File: src/rtl/lsm_pkg.sv
package lsm_pkg;
  typedef enum logic [1:0] {
    ST_IDLE = 2'd0,
    ST_REQ  = 2'd1,
    ST_RSP  = 2'd2,
    ST_FIN  = 2'd3
  } seq_state_t;
endpackage

File: src/rtl/lsm_byterev.sv
module lsm_byterev #(
  parameter int DW = 32
) (
  input  logic [DW-1:0] din,
  output logic [DW-1:0] dout
);
  localparam int NB = DW / 8;
  for (genvar gi = 0; gi < NB; gi++) begin : g_lane
    assign dout[8*gi +: 8] = din[8*(NB-1-gi) +: 8];
  end
endmodule

File: src/rtl/lsm_lane.sv
module lsm_lane #(
  parameter int DW = 32,
  parameter int LW = 2
) (
  input  logic [LW-1:0] lane,
  input  logic [DW-1:0] acc,
  input  logic [7:0]    rbyte,
  input  logic [DW-1:0] src,
  output logic [DW-1:0] merged,
  output logic [7:0]    picked
);
  logic [LW+2:0] bitpos;
  assign bitpos = {lane, 3'b000};
  assign merged = acc | (DW'(rbyte) << bitpos);
  assign picked = src[bitpos +: 8];
endmodule

File: src/rtl/strmw_seq.sv
module strmw_seq #(
  parameter int AW = 32,
  parameter int CW = 8,
  parameter int RW = 5,
  parameter int DW = 32
) (
  input  logic          clk,
  input  logic          rst_n,
  input  logic          start,
  input  logic          cmd_string,
  input  logic          cmd_store,
  input  logic          cmd_le,
  input  logic [RW-1:0] cmd_reg,
  input  logic [AW-1:0] cmd_addr,
  input  logic [CW-1:0] cmd_nbytes,
  output logic          busy,
  output logic          done,
  output logic          mreq_valid,
  input  logic          mreq_ready,
  output logic          mreq_write,
  output logic          mreq_byte,
  output logic [AW-1:0] mreq_addr,
  output logic [DW-1:0] mreq_wdata,
  input  logic          mrsp_valid,
  output logic          mrsp_ready,
  input  logic [DW-1:0] mrsp_rdata,
  output logic [RW-1:0] rf_rd_idx,
  input  logic [DW-1:0] rf_rd_data,
  output logic          rf_we,
  output logic [RW-1:0] rf_wr_idx,
  output logic [DW-1:0] rf_wr_data
);
  import lsm_pkg::*;

  localparam int NBYTE = DW / 8;
  localparam int LW = $clog2(NBYTE);
  localparam logic [RW-1:0] LAST_REG = {RW{1'b1}};

  seq_state_t    state_q;
  logic [RW-1:0] reg_q;
  logic [AW-1:0] addr_q;
  logic [CW-1:0] cnt_q;
  logic [LW-1:0] lane_q;
  logic [DW-1:0] acc_q;
  logic          str_q, st_q, le_q;

  logic          word_acc, rsp_fire, last_word;
  logic [DW-1:0] ld_rev, st_rev, merged;
  logic [7:0]    picked;
  logic [LW-1:0] lane_nx;

  lsm_byterev #(.DW(DW)) u_rev_ld (.din(mrsp_rdata), .dout(ld_rev));
  lsm_byterev #(.DW(DW)) u_rev_st (.din(rf_rd_data), .dout(st_rev));

  lsm_lane #(.DW(DW), .LW(LW)) u_lane (
    .lane   (lane_q),
    .acc    (acc_q),
    .rbyte  (mrsp_rdata[7:0]),
    .src    (rf_rd_data),
    .merged (merged),
    .picked (picked)
  );

  assign word_acc  = !str_q || (cnt_q >= CW'(NBYTE));
  assign rsp_fire  = (state_q == ST_RSP) && mrsp_valid;
  assign last_word = str_q ? (cnt_q == CW'(NBYTE)) : (reg_q == LAST_REG);
  assign lane_nx   = le_q ? lane_q + LW'(1) : lane_q - LW'(1);

  assign busy       = (state_q == ST_REQ) || (state_q == ST_RSP);
  assign done       = (state_q == ST_FIN);
  assign mreq_valid = (state_q == ST_REQ);
  assign mreq_write = st_q;
  assign mreq_byte  = !word_acc;
  assign mreq_addr  = addr_q;
  assign mreq_wdata = word_acc ? (le_q ? st_rev : rf_rd_data) : DW'(picked);
  assign mrsp_ready = (state_q == ST_RSP);

  assign rf_rd_idx  = reg_q;
  assign rf_wr_idx  = reg_q;
  assign rf_we      = rsp_fire && !st_q && (word_acc || cnt_q == CW'(1));
  assign rf_wr_data = word_acc ? (le_q ? ld_rev : mrsp_rdata) : merged;

  always_ff @(posedge clk or negedge rst_n) begin
    if (!rst_n) begin
      state_q <= ST_IDLE;
      reg_q   <= '0;
      addr_q  <= '0;
      cnt_q   <= '0;
      lane_q  <= '0;
      acc_q   <= '0;
      str_q   <= 1'b0;
      st_q    <= 1'b0;
      le_q    <= 1'b0;
    end else begin
      unique case (state_q)
        ST_IDLE: if (start) begin
          reg_q   <= cmd_reg;
          addr_q  <= cmd_addr;
          cnt_q   <= cmd_nbytes;
          lane_q  <= cmd_le ? '0 : '1;
          acc_q   <= '0;
          str_q   <= cmd_string;
          st_q    <= cmd_store;
          le_q    <= cmd_le;
          state_q <= (cmd_string && cmd_nbytes == '0) ? ST_FIN : ST_REQ;
        end
        ST_REQ: if (mreq_ready) state_q <= ST_RSP;
        ST_RSP: if (mrsp_valid) begin
          if (word_acc) begin
            addr_q  <= addr_q + AW'(NBYTE);
            reg_q   <= reg_q + RW'(1);
            if (str_q) cnt_q <= cnt_q - CW'(NBYTE);
            state_q <= last_word ? ST_FIN : ST_REQ;
          end else begin
            addr_q  <= addr_q + AW'(1);
            cnt_q   <= cnt_q - CW'(1);
            lane_q  <= lane_nx;
            acc_q   <= merged;
            state_q <= (cnt_q == CW'(1)) ? ST_FIN : ST_REQ;
          end
        end
        ST_FIN: state_q <= ST_IDLE;
        default: state_q <= ST_IDLE;
      endcase
    end
  end
endmodule

File: config.mk
export PLATFORM = sky130hd
export DESIGN_NAME = strmw_seq
export DESIGN_NICKNAME = d
export VERILOG_FILES = /design/src/rtl/lsm_pkg.sv /design/src/rtl/lsm_byterev.sv /design/src/rtl/lsm_lane.sv /design/src/rtl/strmw_seq.sv
export SDC_FILE = /design/constraint.sdc
export NUM_CORES = 1
export LEC_CHECK = 0
export CORE_MARGIN = 2
export CORE_UTILIZATION = 60
export CTS_CLUSTER_SIZE = 30
export DETAILED_ROUTE_END_ITERATION = 8
export DONT_BUFFER_PORTS = 1
export PLACE_DENSITY_LB_ADDON = 0.12
export REMOVE_ABC_BUFFERS = 1
export SYNTH_ARGS = -nofsm -noshare
export SYNTH_HDL_FRONTEND = slang
export SYNTH_SLANG_ARGS = --single-unit
File: constraint.sdc
create_clock -name clk -period 2.5 [get_ports clk]
set_input_delay 0.375 -clock clk [delete_from_list [all_inputs] [get_ports clk]]
set_output_delay 0.375 -clock clk [all_outputs]
set_load 0.05 [all_outputs]
== Yosys cells after proc, flatten, opt, wreduce, memory -nomap -nowiden ==
Cells that the tools add are included.

* Register bits: 84
* Output and inout port bits: 113
* Logic and storage cells: 87

* $add $sub $neg: 7
* $lt $le $gt $ge: 1
* Equality and inequality tests: 12
* Shift-type cells: 2
* Multiplexer cells: 36
* Bitwise gates (word level): 1
* Reductions and logical operators: 19

{| class="wikitable"
|+ Operators with widths
! operator !! number
|-
| $mux 32 || 10
|-
| $pmux 32 s2 || 2
|-
| $add 32x1->32 const B || 1
|-
| $add 32x3->32 const B || 1
|-
| $mux 8 || 4
|-
| $or 32x32->32 || 1
|-
| $shiftx 32x6->8 || 1
|-
| $shl 8x5->32 || 1
|-
| $mux 2 || 12
|-
| $pmux 8 s2 || 1
|-
| $mux 5 || 3
|-
| $reduce_and 4->1 || 3
|-
| $pmux 5 s2 || 1
|-
| $eq 8x1->1 const B || 1
|-
| $eq 8x3->1 const B || 1
|-
| $ge 8x3->1 const B || 1
|-
| $logic_not 8->1 || 1
|-
| $pmux 2 s4 || 1
|-
| $sub 8x1->8 const B || 1
|-
| $sub 8x3->8 const B || 1
|-
| $ne 2x2->1 const B || 3
|-
| $reduce_and 3->1 || 2
|-
| $add 5x1->5 const B || 1
|-
| $eq 5x5->1 const B || 1
|-
| other kinds (14) || 23
|}

== Depth between registers and ports, before layout ==
Gate-level depths: netlist of the first run.

* Depth after elaboration: 6
* Mapped depth: 9
* Depth with buffers taken out: 8

== Modules after synthesis ==
A second synthesis of the first run with hierarchy kept.

* Cells, all modules: 800
* Area total of the unflattened synthesis: 6900.4 um^2

{| class="wikitable"
|+ Modules (own cells, without submodules)
! module !! instances !! cells an instance !! area an instance (um^2) !! sequential area each (um^2)
|-
| strmw_seq || 1 || 687 || 5941.9 || 2102.0
|-
| lsm_byterev || 2 || 32 || 240.2 || 0.0
|-
| lsm_lane || 1 || 49 || 478.0 || 0.0
|}

== Worst setup path before layout of the first run ==
Ideal clock, no wire load.

* Path type: register to output
* Start point: register cnt_q[2]
* End point: output port mreq_wdata[22]
* Arrival time: 2720 ps
* Required time: 2125 ps
* Setup slack: -595 ps
* Stages on the path, launching flop included: 9
* Path buffers: 2
* Cell sequence: dfrtp_1 -> inv_1 -> ha_1 -> nor4b_2 -> nand3_1 -> inv_2 -> clkbuf_1 -> clkbuf_1 -> nor2_1

* Longest elaborated chain between the ends: 3

{| class="wikitable"
|+ Ends and longest elaborated chain
! element !! RTL line !! text
|-
| start: declaration || strmw_seq.sv:42 || <nowiki>logic [CW-1:0] cnt_q;</nowiki>
|-
| start signal: assignment || strmw_seq.sv:99 || <nowiki>cnt_q <= cmd_nbytes;</nowiki>
|-
| start signal: assignment || strmw_seq.sv:112 || <nowiki>if (str_q) cnt_q <= cnt_q - CW'(NBYTE);</nowiki>
|-
| start signal: assignment || strmw_seq.sv:116 || <nowiki>cnt_q <= cnt_q - CW'(1);</nowiki>
|-
| $ge 8x3->1 || strmw_seq.sv:64 || <nowiki>assign word_acc = !str_q || (cnt_q >= CW'(NBYTE));</nowiki>
|-
| $logic_or 1x1->1 || strmw_seq.sv:64 ||
|-
| $mux 32 || strmw_seq.sv:75 || <nowiki>assign mreq_wdata = word_acc ? (le_q ? st_rev : rf_rd_data) : DW'(picked);</nowiki>
|-
| end: declaration || strmw_seq.sv:23 || <nowiki>output logic [DW-1:0] mreq_wdata,</nowiki>
|}

Every way passes these cells.

== Worst setup path after layout of the first run ==
* Start point: register cnt_q[3]
* End point: output port rf_wr_data[1]

* Longest elaborated chain between the ends: 3

{| class="wikitable"
|+ Ends and longest elaborated chain
! element !! RTL line !! text
|-
| $ge 8x3->1 || strmw_seq.sv:64 ||
|-
| $logic_or 1x1->1 || strmw_seq.sv:64 ||
|-
| $mux 32 || strmw_seq.sv:81 || <nowiki>assign rf_wr_data = word_acc ? (le_q ? ld_rev : mrsp_rdata) : merged;</nowiki>
|-
| end: declaration || strmw_seq.sv:31 || <nowiki>output logic [DW-1:0] rf_wr_data</nowiki>
|}

Every way passes these cells.

==> flow_metrics.py, run 1 <==
metrics = {
    "pwr": {
        "p_per_area_nw_per_um2": 1460,
        "p_leak_nw": 3.70,
        "ir_drop_v": 0.00146,
        "power_w": 0.0125,
    },
    "timing": {
        "setup_slack_ns": -0.214,
        "max_freq_mhz": 369,
        "setup_violations": 64,
        "clock_skew_ns": 0.0110,
        "period_share": 1.09,
        "finalMaxSlewViolations": 0,
        "hold_violations": 0,
        "rsz0062_at_grt": "yes",
        "holdWs_ns": 0.123,
        "slew_headroom": 0.472,
        "period_minus_slack_ns": 2.71,
        "worstMarginPinSlew_ns": 0.788,
    },
    "floorplan": {
        "dieWidth_um": 107,
        "ios": 230,
        "fp.dieArea_um2": 11300,
        "start_util": 0.613,
        "die_h_um": 107,
        "core_area_um2": 10300,
        "rows": 37,
    },
    "detailed_routing": {
        "dr_total_vias": 6805,
        "routed_wirelength_um": 22700,
        "via_per_inst": 7.02,
        "avgRoutedWirePerCell_um": 23.4,
        "drtPass1Iterations": 6,
        "ant_nets": 0,
        "drc": 0,
        "drt_iter0_drc": 633,
    },
    "logic_synthesis": {
        "yosysTopAreaCellShare": 0.333,
        "async_flop_share": 1.00,
        "syn-cell-area_um2": 6300,
        "synthCells": 728,
        "synth_area_per_cell_um2": 8.66,
        "synthFlopType": "dfrtp_1",
        "synth-seq-cells": 84,
        "yosys_warnings": 0,
        "synth-edff-count": 0,
        "yosys.cell_types.count": 68,
        "ys_seq_area_frac": 0.333,
        "synth_top_area_cell": "dfrtp_1",
        "netlist_top_cells_area": "dfrtp_1 (33%), mux2i_1 (10%), a21oi_1 (5.3%)",
    },
    "clock_tree": {
        "cts.htree.levels": 3,
        "cts_sinks": 84,
        "tritoncts": "yes",
        "numCtsBuffers": 9,
        "cts.clk_slew.worst_paths_ns": 0.09,
        "clockBufferDepth": 2,
        "clock_latency_ns": 0.38,
        "cts_root_buf": "clkbuf_8",
    },
    "run_status": {
        "status": "finished with violations",
        "failed_checks": "setup timing",
    },
    "worst_setup_path": {
        "cp_cell_sequence": "inv_2 -> buf_6 -> ha_4 -> nand2_2 -> nand3_2 -> buf_12 -> inv_8 -> bufbuf_16 -> a221o_1 -> buf_12",
        "path_delay_family": "buffers and inverters",
        "cp_num_buf_inv": 6,
        "end_kind": "output pin",
        "max_stage_delay_ns": 0.40,
        "worst_path_max_delay_cell": "dfrtp_1",
        "critPathMaxFanout": 11,
        "start_kind": "flip-flop",
        "critical_path_required_ns": 2.12,
        "worstSetupPathType": "reg2out",
        "arrival_ns": 2.34,
        "cpMostUsedCell": "buf_12",
    },
    "placement": {
        "gp_congestion": 0.923,
        "placed_cells": 925,
        "dp_hpwl_um": 14000,
        "port-buffer-count": 0,
        "dp_slack_ns": -0.139,
    },
    "cells_and_area": {
        "syn_to_final_growth_pct": 36.1,
        "n_fill_cell": 595,
        "final_nets": 959,
        "drive_gt1_frac": 0.316,
        "utilization": 0.835,
        "fin_cells": 970,
    },
    "grt": {
        "grt_use_total": 0.355,
        "antenna_found_initial": 1,
        "grt_max_degree": 85,
        "overflow": 0,
        "first_global_vias": 6294,
        "grt_pass1_wl_um": 31900,
    },
    "job": {
        "cap_violations": 0,
    },
    "hold_path": {
        "hold_class": "in2reg",
    },
}
==> through the flow <==
stage | setup TNS [ns] | area, um^2
4_1_cts | -4.27 | 8020
5_1_grt | -14.36 | 8580
6_report | -7.77 | 8580
3_5_place_dp | -1.06 | 7460
3_3_place_gp | -0.300 | 7460
2_1_floorplan | -248.22 | 5990
==> worst paths after layout <==
| path | start | endpoint | slack [ns] | cells past startpoint |
|---|---|---|---|---|
| max in group asynchronous | rst_n | le_q | 1.56 | 2 |
| max reg2reg | cnt_q[3] | mreq_addr[20] | 0.11 | 8 |
| min reg2reg | acc_q[2] | acc_q[2] | 0.52 | 1 |
| min in group asynchronous | rst_n | mreq_addr[9] | 0.56 | 2 |
| max | cnt_q[3] | rf_wr_data[1] | -0.21 | 10 |
| min | mrsp_rdata[7] | acc_q[23] | 0.12 | 1 |
==> cell usage after synthesis (all sizes together), types with 5 or more instances <==
master / instances
and4: 7
dfrtp: 84
or3: 5
o22ai: 28
a22o: 14
and2: 7
ha: 14
or4: 6
mux2i: 64
buf: 16
nor3: 21
nor2: 66
o21ai: 26
nand2: 44
mux4: 8
a211oi: 21
clkbuf: 56
nand2b: 11
o211ai: 8
and3: 27
nor3b: 9
a221o: 16
inv: 11
a21oi: 67
nand4: 10
nand3: 31
==> state kept, by name, indices dropped and copies added (netlist names) <==
register and count:
acc_q 32, mreq_addr 32, cnt_q 8, rf_rd_idx 5, lane_q 2, state_q 2
le_q 1, mreq_write 1, str_q 1
==> routing by layer <==
metal	routed length, um	vias up	global-route usage
met3	2240	80	0.0736
met4	892	0	0.163
met5	0	-	0
met2	11100	447	0.581
met1	8470	3334	0.453
li1	-	2944	-
==> layout by cell type (no fill, tap or decap), types with 6 or more instances in the layout <==
master	count
ha_1	11
a21oi_2	7
and3_4	7
nand3_1	29
and3_1	19
a22o_1	14
buf_4	82
nor3b_1	8
a211oi_4	10
mux4_2	8
mux2i_1	64
nand2b_1	11
a211oi_2	7
o211ai_1	8
o22ai_1	28
nor2_2	11
nand2_1	42
nor2_1	55
dfrtp_1	83
inv_1	7
buf_6	43
nor3_1	20
a221o_1	16
nand4_1	10
buf_12	26
and2_1	6
clkbuf_8	9
a21oi_1	57
o21ai_0	17
and4_1	7
==> final cells by class <==
class,count,area (um^2),share of cell area
antenna,1,2.50,0.000292
clock buffer,11,131,0.0153
clock inverter,5,52.6,0.00612
inverter,11,52.6,0.00612
multi-input combinational,561,4200,0.489
sequential,84,2110,0.245
tap,136,170,0.0198
timing repair buffer,161,1870,0.218
==> cell families after synthesis <==
kind of cell / Yosys count / share of synthesized area
AOI/OAI and AO/OA: 210 / 0.224
xor gates and xnor gates: 3 / 0.00417
adders and majority gates: 14 / 0.0278
buffers and inverters: 83 / 0.0570
DFF: 84 / 0.333
muxes: 76 / 0.137
and+or+nand+nor: 258 / 0.217
==> power breakdown <==
part           total, W  switching [W]  internal, W  leakage, nW
Sequential      0.00226       0.000445      0.00181         1.04
Clock          0.000984       0.000526     0.000458       0.0931
Combinational   0.00926        0.00601      0.00326         2.57
Total            0.0125        0.00698      0.00552         3.70
==> timing repair <==
item                                   in CTS  in global routing
hold buffers                                2                  0
pin swaps                                   5                  9
setup endpoints to repair                  63                 67
buffers inserted                            3                 17
resized for setup                          52                 81
endpoints found under the hold margin      84                  0
gates cloned                                3                  3
No activity file was read; power rests on OpenSTA's default activity.
==> inputs of run 2 (changes only) <==
Settings changed: CORE_ASPECT_RATIO from default to 0.6.
Clock period 2.5 ns to 3.2 ns, I/O delays scaled along.
==> flow_metrics.py, run 2 (synthesis gave the netlist of run 1 again) <==
metrics = {
    "detailed_routing": {
        "dr_total_vias": 6263,
        "wl_met2_um": 9220,
        "routed_wirelength_um": 20000,
        "wirelength_met1_um": 8480,
        "wl_met3_um": 1970,
        "topRoutingLayerUsed": "met4",
        "ant_nets": 0,
        "via_per_inst": 6.87,
        "drt_iter0_drc": 585,
        "drc": 0,
        "avgRoutedWirePerCell_um": 22.0,
        "drtPass1Iterations": 5,
    },
    "timing": {
        "period_minus_slack_ns": 3.10,
        "hold_violations": 0,
        "rsz0062_at_grt": "yes",
        "clock_skew_ns": 0.00768,
        "max_freq_mhz": 322,
        "period_share": 0.970,
        "worstMarginPinSlew_ns": 0.761,
        "slew_headroom": 0.491,
        "finalMaxSlewViolations": 0,
        "holdWs_ns": 0.0137,
        "setup_violations": 0,
    },
    "cells_and_area": {
        "final_cell_mix": "dfrtp_1 (83), buf_4 (83), a21oi_1 (67), nor2_1 (66), mux2i_1 (64)",
        "n_fill_cell": 723,
        "final_area_um2": 7590,
        "utilization": 0.754,
        "multi_input_area_um2": 3890,
        "drive_gt1_frac": 0.203,
        "diodes": 0,
        "seqCellArea_um2": 2100,
        "syn_to_final_growth_pct": 20.3,
        "final_nets": 903,
        "fin_cells": 912,
    },
    "clock_tree": {
        "cts_sinks": 84,
        "clockBufferDepth": 2,
        "tritoncts": "yes",
        "cts_root_buf": "clkbuf_16",
        "clock_latency_ns": 0.34,
        "cts.htree.levels": 3,
        "cts.clk_slew.worst_paths_ns": 0.07,
        "numCtsBuffers": 9,
    },
    "grt": {
        "first_global_vias": 5699,
        "grt_pass1_wl_um": 30800,
        "antenna_found_initial": 0,
        "grt_max_degree": 85,
        "grt_use_total": 0.340,
        "overflow": 0,
    },
    "worst_setup_path": {
        "arrival_ns": 2.62,
        "start_kind": "flip-flop",
        "reg2reg_slack_ns": 0.52,
        "worstSetupPathType": "reg2out",
        "critPathMaxFanout": 23,
        "critical_path_required_ns": 2.72,
        "end_kind": "output pin",
    },
    "pwr": {
        "pwr-share-clk": 0.118,
        "p_int_w": 0.00407,
        "ir_drop_v": 0.000878,
        "p_per_area_nw_per_um2": 1230,
        "p_switching_w": 0.00523,
        "combPwrFrac": 0.624,
        "p_leak_nw": 3.31,
        "seq_power_share": 0.258,
        "power.share.switching": 0.563,
    },
    "floorplan": {
        "core_area_um2": 10100,
        "fp.dieArea_um2": 11400,
        "rows": 28,
        "start_util": 0.627,
        "dieWidth_um": 136,
        "ios": 230,
        "die_h_um": 83.4,
    },
    "job": {
        "cap_violations": 0,
    },
    "run_status": {
        "status": "completed",
    },
    "placement": {
        "placed_cell_area_um2": 7140,
        "port-buffer-count": 0,
        "placed_cells": 888,
        "gp_congestion": 0.951,
        "dp_hpwl_um": 14200,
    },
    "hold_path": {
        "hold_class": "in2async",
    },
}
==> run 2: repair_timing <==
action	CTS	global route
pin swaps	1	1
hold buffers	1	0
buffers inserted	5	1
gates resized for setup	4	6
hold endpoints to repair	84	0
endpoints found under the setup margin	33	29
gates cloned	0	1
==> run 2: power groups by stage <==
| stage | Clock [W] | Sequential [W] | Combinational, W |
|---|---|---|---|
| after floorplan | 0 | 0.00295 | 0.00336 |
| after global placement | 0 | 0.00236 | 0.00554 |
| after detailed placement | 0 | 0.00239 | 0.00566 |
| after CTS | 0.00110 | 0.00238 | 0.00573 |
| after global routing | 0.00115 | 0.00246 | 0.00615 |
| final | 0.00110 | 0.00240 | 0.00580 |
==> run 2: cell type report <==
type                    count  share of cell area
multi-input cells         561               0.513
repair buffers            105               0.142
inverters                  11             0.00544
clock buffers               9              0.0297
well taps                 135              0.0223
clock inverters             7              0.0109
flip-flops and latches     84               0.277
==> run 2: metal layers <==
metal | up-vias | GRT usage
met3 | 33 | 0.0751
met5 | - | 0
met4 | 0 | 0.0862
li1 | 2830 | -
met2 | 407 | 0.521
met1 | 2993 | 0.489
==> run 2: worst paths after layout <==
kind	cells after the start	end	startpoint
setup reg to reg	9	mreq_addr[17]	cnt_q[2]
hold reg to reg	2	acc_q[9]	acc_q[9]
hold / removal	1	mreq_addr[2]	rst_n
setup / recovery	9	rf_wr_data[29]	cnt_q[2]
max in group asynchronous	1	acc_q[9]	rst_n
min in group clk	1	acc_q[1]	mrsp_rdata[1]
==> run 2: critical path: stages (launching register included) <==
cell     delay (ns)
dfrtp_1        0.46
inv_1          0.14
ha_2           0.26
nor4b_4        0.29
nand3_4        0.18
inv_2          0.21
buf_12         0.19
nor3b_1        0.08
a221o_1        0.32
buf_12         0.16
==> run 2: through the flow <==
stage          TNS (ns)  worst slack, ns  total power, W
2_1_floorplan   -153.48            -1.57         0.00631
3_3_place_gp          0            0.315         0.00790
3_5_place_dp          0            0.153         0.00806
4_1_cts               0           0.0284         0.00921
5_1_grt         -0.0156         -0.00961         0.00976
6_report              0           0.0962         0.00929
==> inputs of run 3 (changes only) <==
Settings changed: CORE_ASPECT_RATIO 0.6 to default.
==> flow_metrics.py, run 3 (synthesis gave the netlist of run 1 again) <==
metrics = {
    "timing": {
        "finalSetupTns_ns": 0,
        "finalMaxSlewViolations": 0,
        "setup_slack_ns": 0.127,
        "period_share": 0.960,
        "period_minus_slack_ns": 3.07,
        "max_freq_mhz": 325,
        "setup_violations": 0,
        "clock_skew_ns": 0.0138,
        "worstMarginPinSlew_ns": 0.746,
        "hold_violations": 0,
        "slew_headroom": 0.503,
    },
    "clock_tree": {
        "tritoncts": "yes",
        "clock_latency_ns": 0.35,
        "cts_sinks": 84,
        "cts.clk_slew.worst_paths_ns": 0.09,
        "clockBufferDepth": 2,
        "cts_root_buf": "clkbuf_8",
        "numCtsBuffers": 9,
        "cts.htree.levels": 3,
    },
    "detailed_routing": {
        "wl_met3_um": 1920,
        "dr_total_vias": 6254,
        "topRoutingLayerUsed": "met4",
        "drc": 0,
        "avgRoutedWirePerCell_um": 21.3,
        "via_per_inst": 6.90,
        "wl_met2_um": 9710,
        "drt_iter0_drc": 535,
        "drtPass1Iterations": 7,
        "routed_wirelength_um": 19300,
        "ant_nets": 0,
        "wirelength_met1_um": 7280,
    },
    "cells_and_area": {
        "layout_commonest_cell": "dfrtp_1",
        "final_area_um2": 7430,
        "syn_to_final_growth_pct": 17.9,
        "final_nets": 895,
        "drive_gt1_frac": 0.194,
        "final_cell_mix": "dfrtp_1 (82), buf_4 (74), a21oi_1 (67), nor2_1 (66), mux2i_1 (64)",
        "fin_cells": 906,
    },
    "worst_setup_path": {
        "worstSetupPathType": "reg2out",
        "cp_cell_sequence": "inv_1 -> ha_4 -> nor4b_4 -> nand3_4 -> o21ai_2 -> a221o_1 -> buf_12",
        "start_kind": "flip-flop",
        "critPathMaxFanout": 8,
        "critical_path_required_ns": 2.72,
        "max_stage_delay_ns": 0.49,
        "r2r_cells": 10,
        "worst_path_max_delay_cell": "o21ai_2",
        "arrival_ns": 2.59,
        "reg2reg_slack_ns": 0.60,
        "end_kind": "output pin",
    },
    "placement": {
        "placed_cells": 885,
        "dp_slack_ns": 0.163,
        "placed_cell_area_um2": 7100,
        "port-buffer-count": 0,
        "gp_congestion": 0.943,
        "dp_hpwl_um": 13400,
    },
    "pwr": {
        "p_per_area_nw_per_um2": 1190,
        "ir_drop_v": 0.000812,
        "p_leak_nw": 3.22,
    },
    "grt": {
        "grt_pass1_wl_um": 30100,
        "first_global_vias": 6095,
        "overflow": 0,
        "antenna_found_initial": 2,
        "grt_use_total": 0.329,
        "grt_max_degree": 85,
    },
    "floorplan": {
        "start_util": 0.613,
        "fp.dieArea_um2": 11300,
        "die_h_um": 107,
        "core_area_um2": 10300,
        "ios": 230,
        "dieWidth_um": 107,
        "rows": 37,
    },
    "job": {
        "cap_violations": 0,
    },
    "run_status": {
        "status": "completed",
    },
    "hold_path": {
        "hold_class": "in2async",
    },
}
run 3: through the flow:
stage | power, W | utilization | hold slack (ns)
detailed placement | 0.00798 | 0.691 | 0.187
finish | 0.00883 | 0.723 | 0.0135
floorplan | 0.00631 | - | 0.184
CTS | 0.00877 | 0.717 | 0.0483
global placement | 0.00782 | 0.691 | 0.186
global route | 0.00929 | 0.723 | 0.0434
run 3: cell type report:
type	instances	area [um^2]
multi-input cells	561	3890
fillers	795	2850
flip-flops and latches	84	2110
repair buffers	97	1030
well taps	136	170
clock buffers	11	131
clock inverters	4	51.3
inverters	11	43.8
diodes	2	5.00
run 3: report_power, final:
part	switching, W	total [W]	internal, W
sequential	0.00119	0.00259	0.00140
combinational	0.00350	0.00550	0.00200
clock	0.000384	0.000742	0.000358
run 3: path summary, 6_finish.rpt:
check                              start              to
max                             cnt_q[2]  rf_wr_data[29]
min                                rst_n    mreq_addr[9]
min reg2reg                    acc_q[10]       acc_q[10]
max reg2reg                     cnt_q[2]        acc_q[3]
min in group clk           mrsp_rdata[2]       acc_q[18]
max in group asynchronous          rst_n            le_q
run 3: routing by layer:
layer	global-route usage	up-vias
met2	0.564	332
li1	-	2818
met1	0.408	3063
met5	0	-
met3	0.0803	41
met4	0.111	0
run 3: critical path, delay by kind of cell (launching register included):
kind,cells,cell delay (ns)
flip-flops,1,0.46
AO/OA/AOI/OAI,2,0.79
adder cells (fa/ha/maj),1,0.19
AND/OR/NAND/NOR,2,0.51
buffers and inverters,2,0.30
run 3: what timing repair did:
item                       CTS  global route
cloned                       1             1
pin swaps                    0             1
buffers inserted             0             1
gates resized for setup      5             8
hold endpoints to repair    84             0
setup endpoints to repair   19            28
hold buffers                 1             0
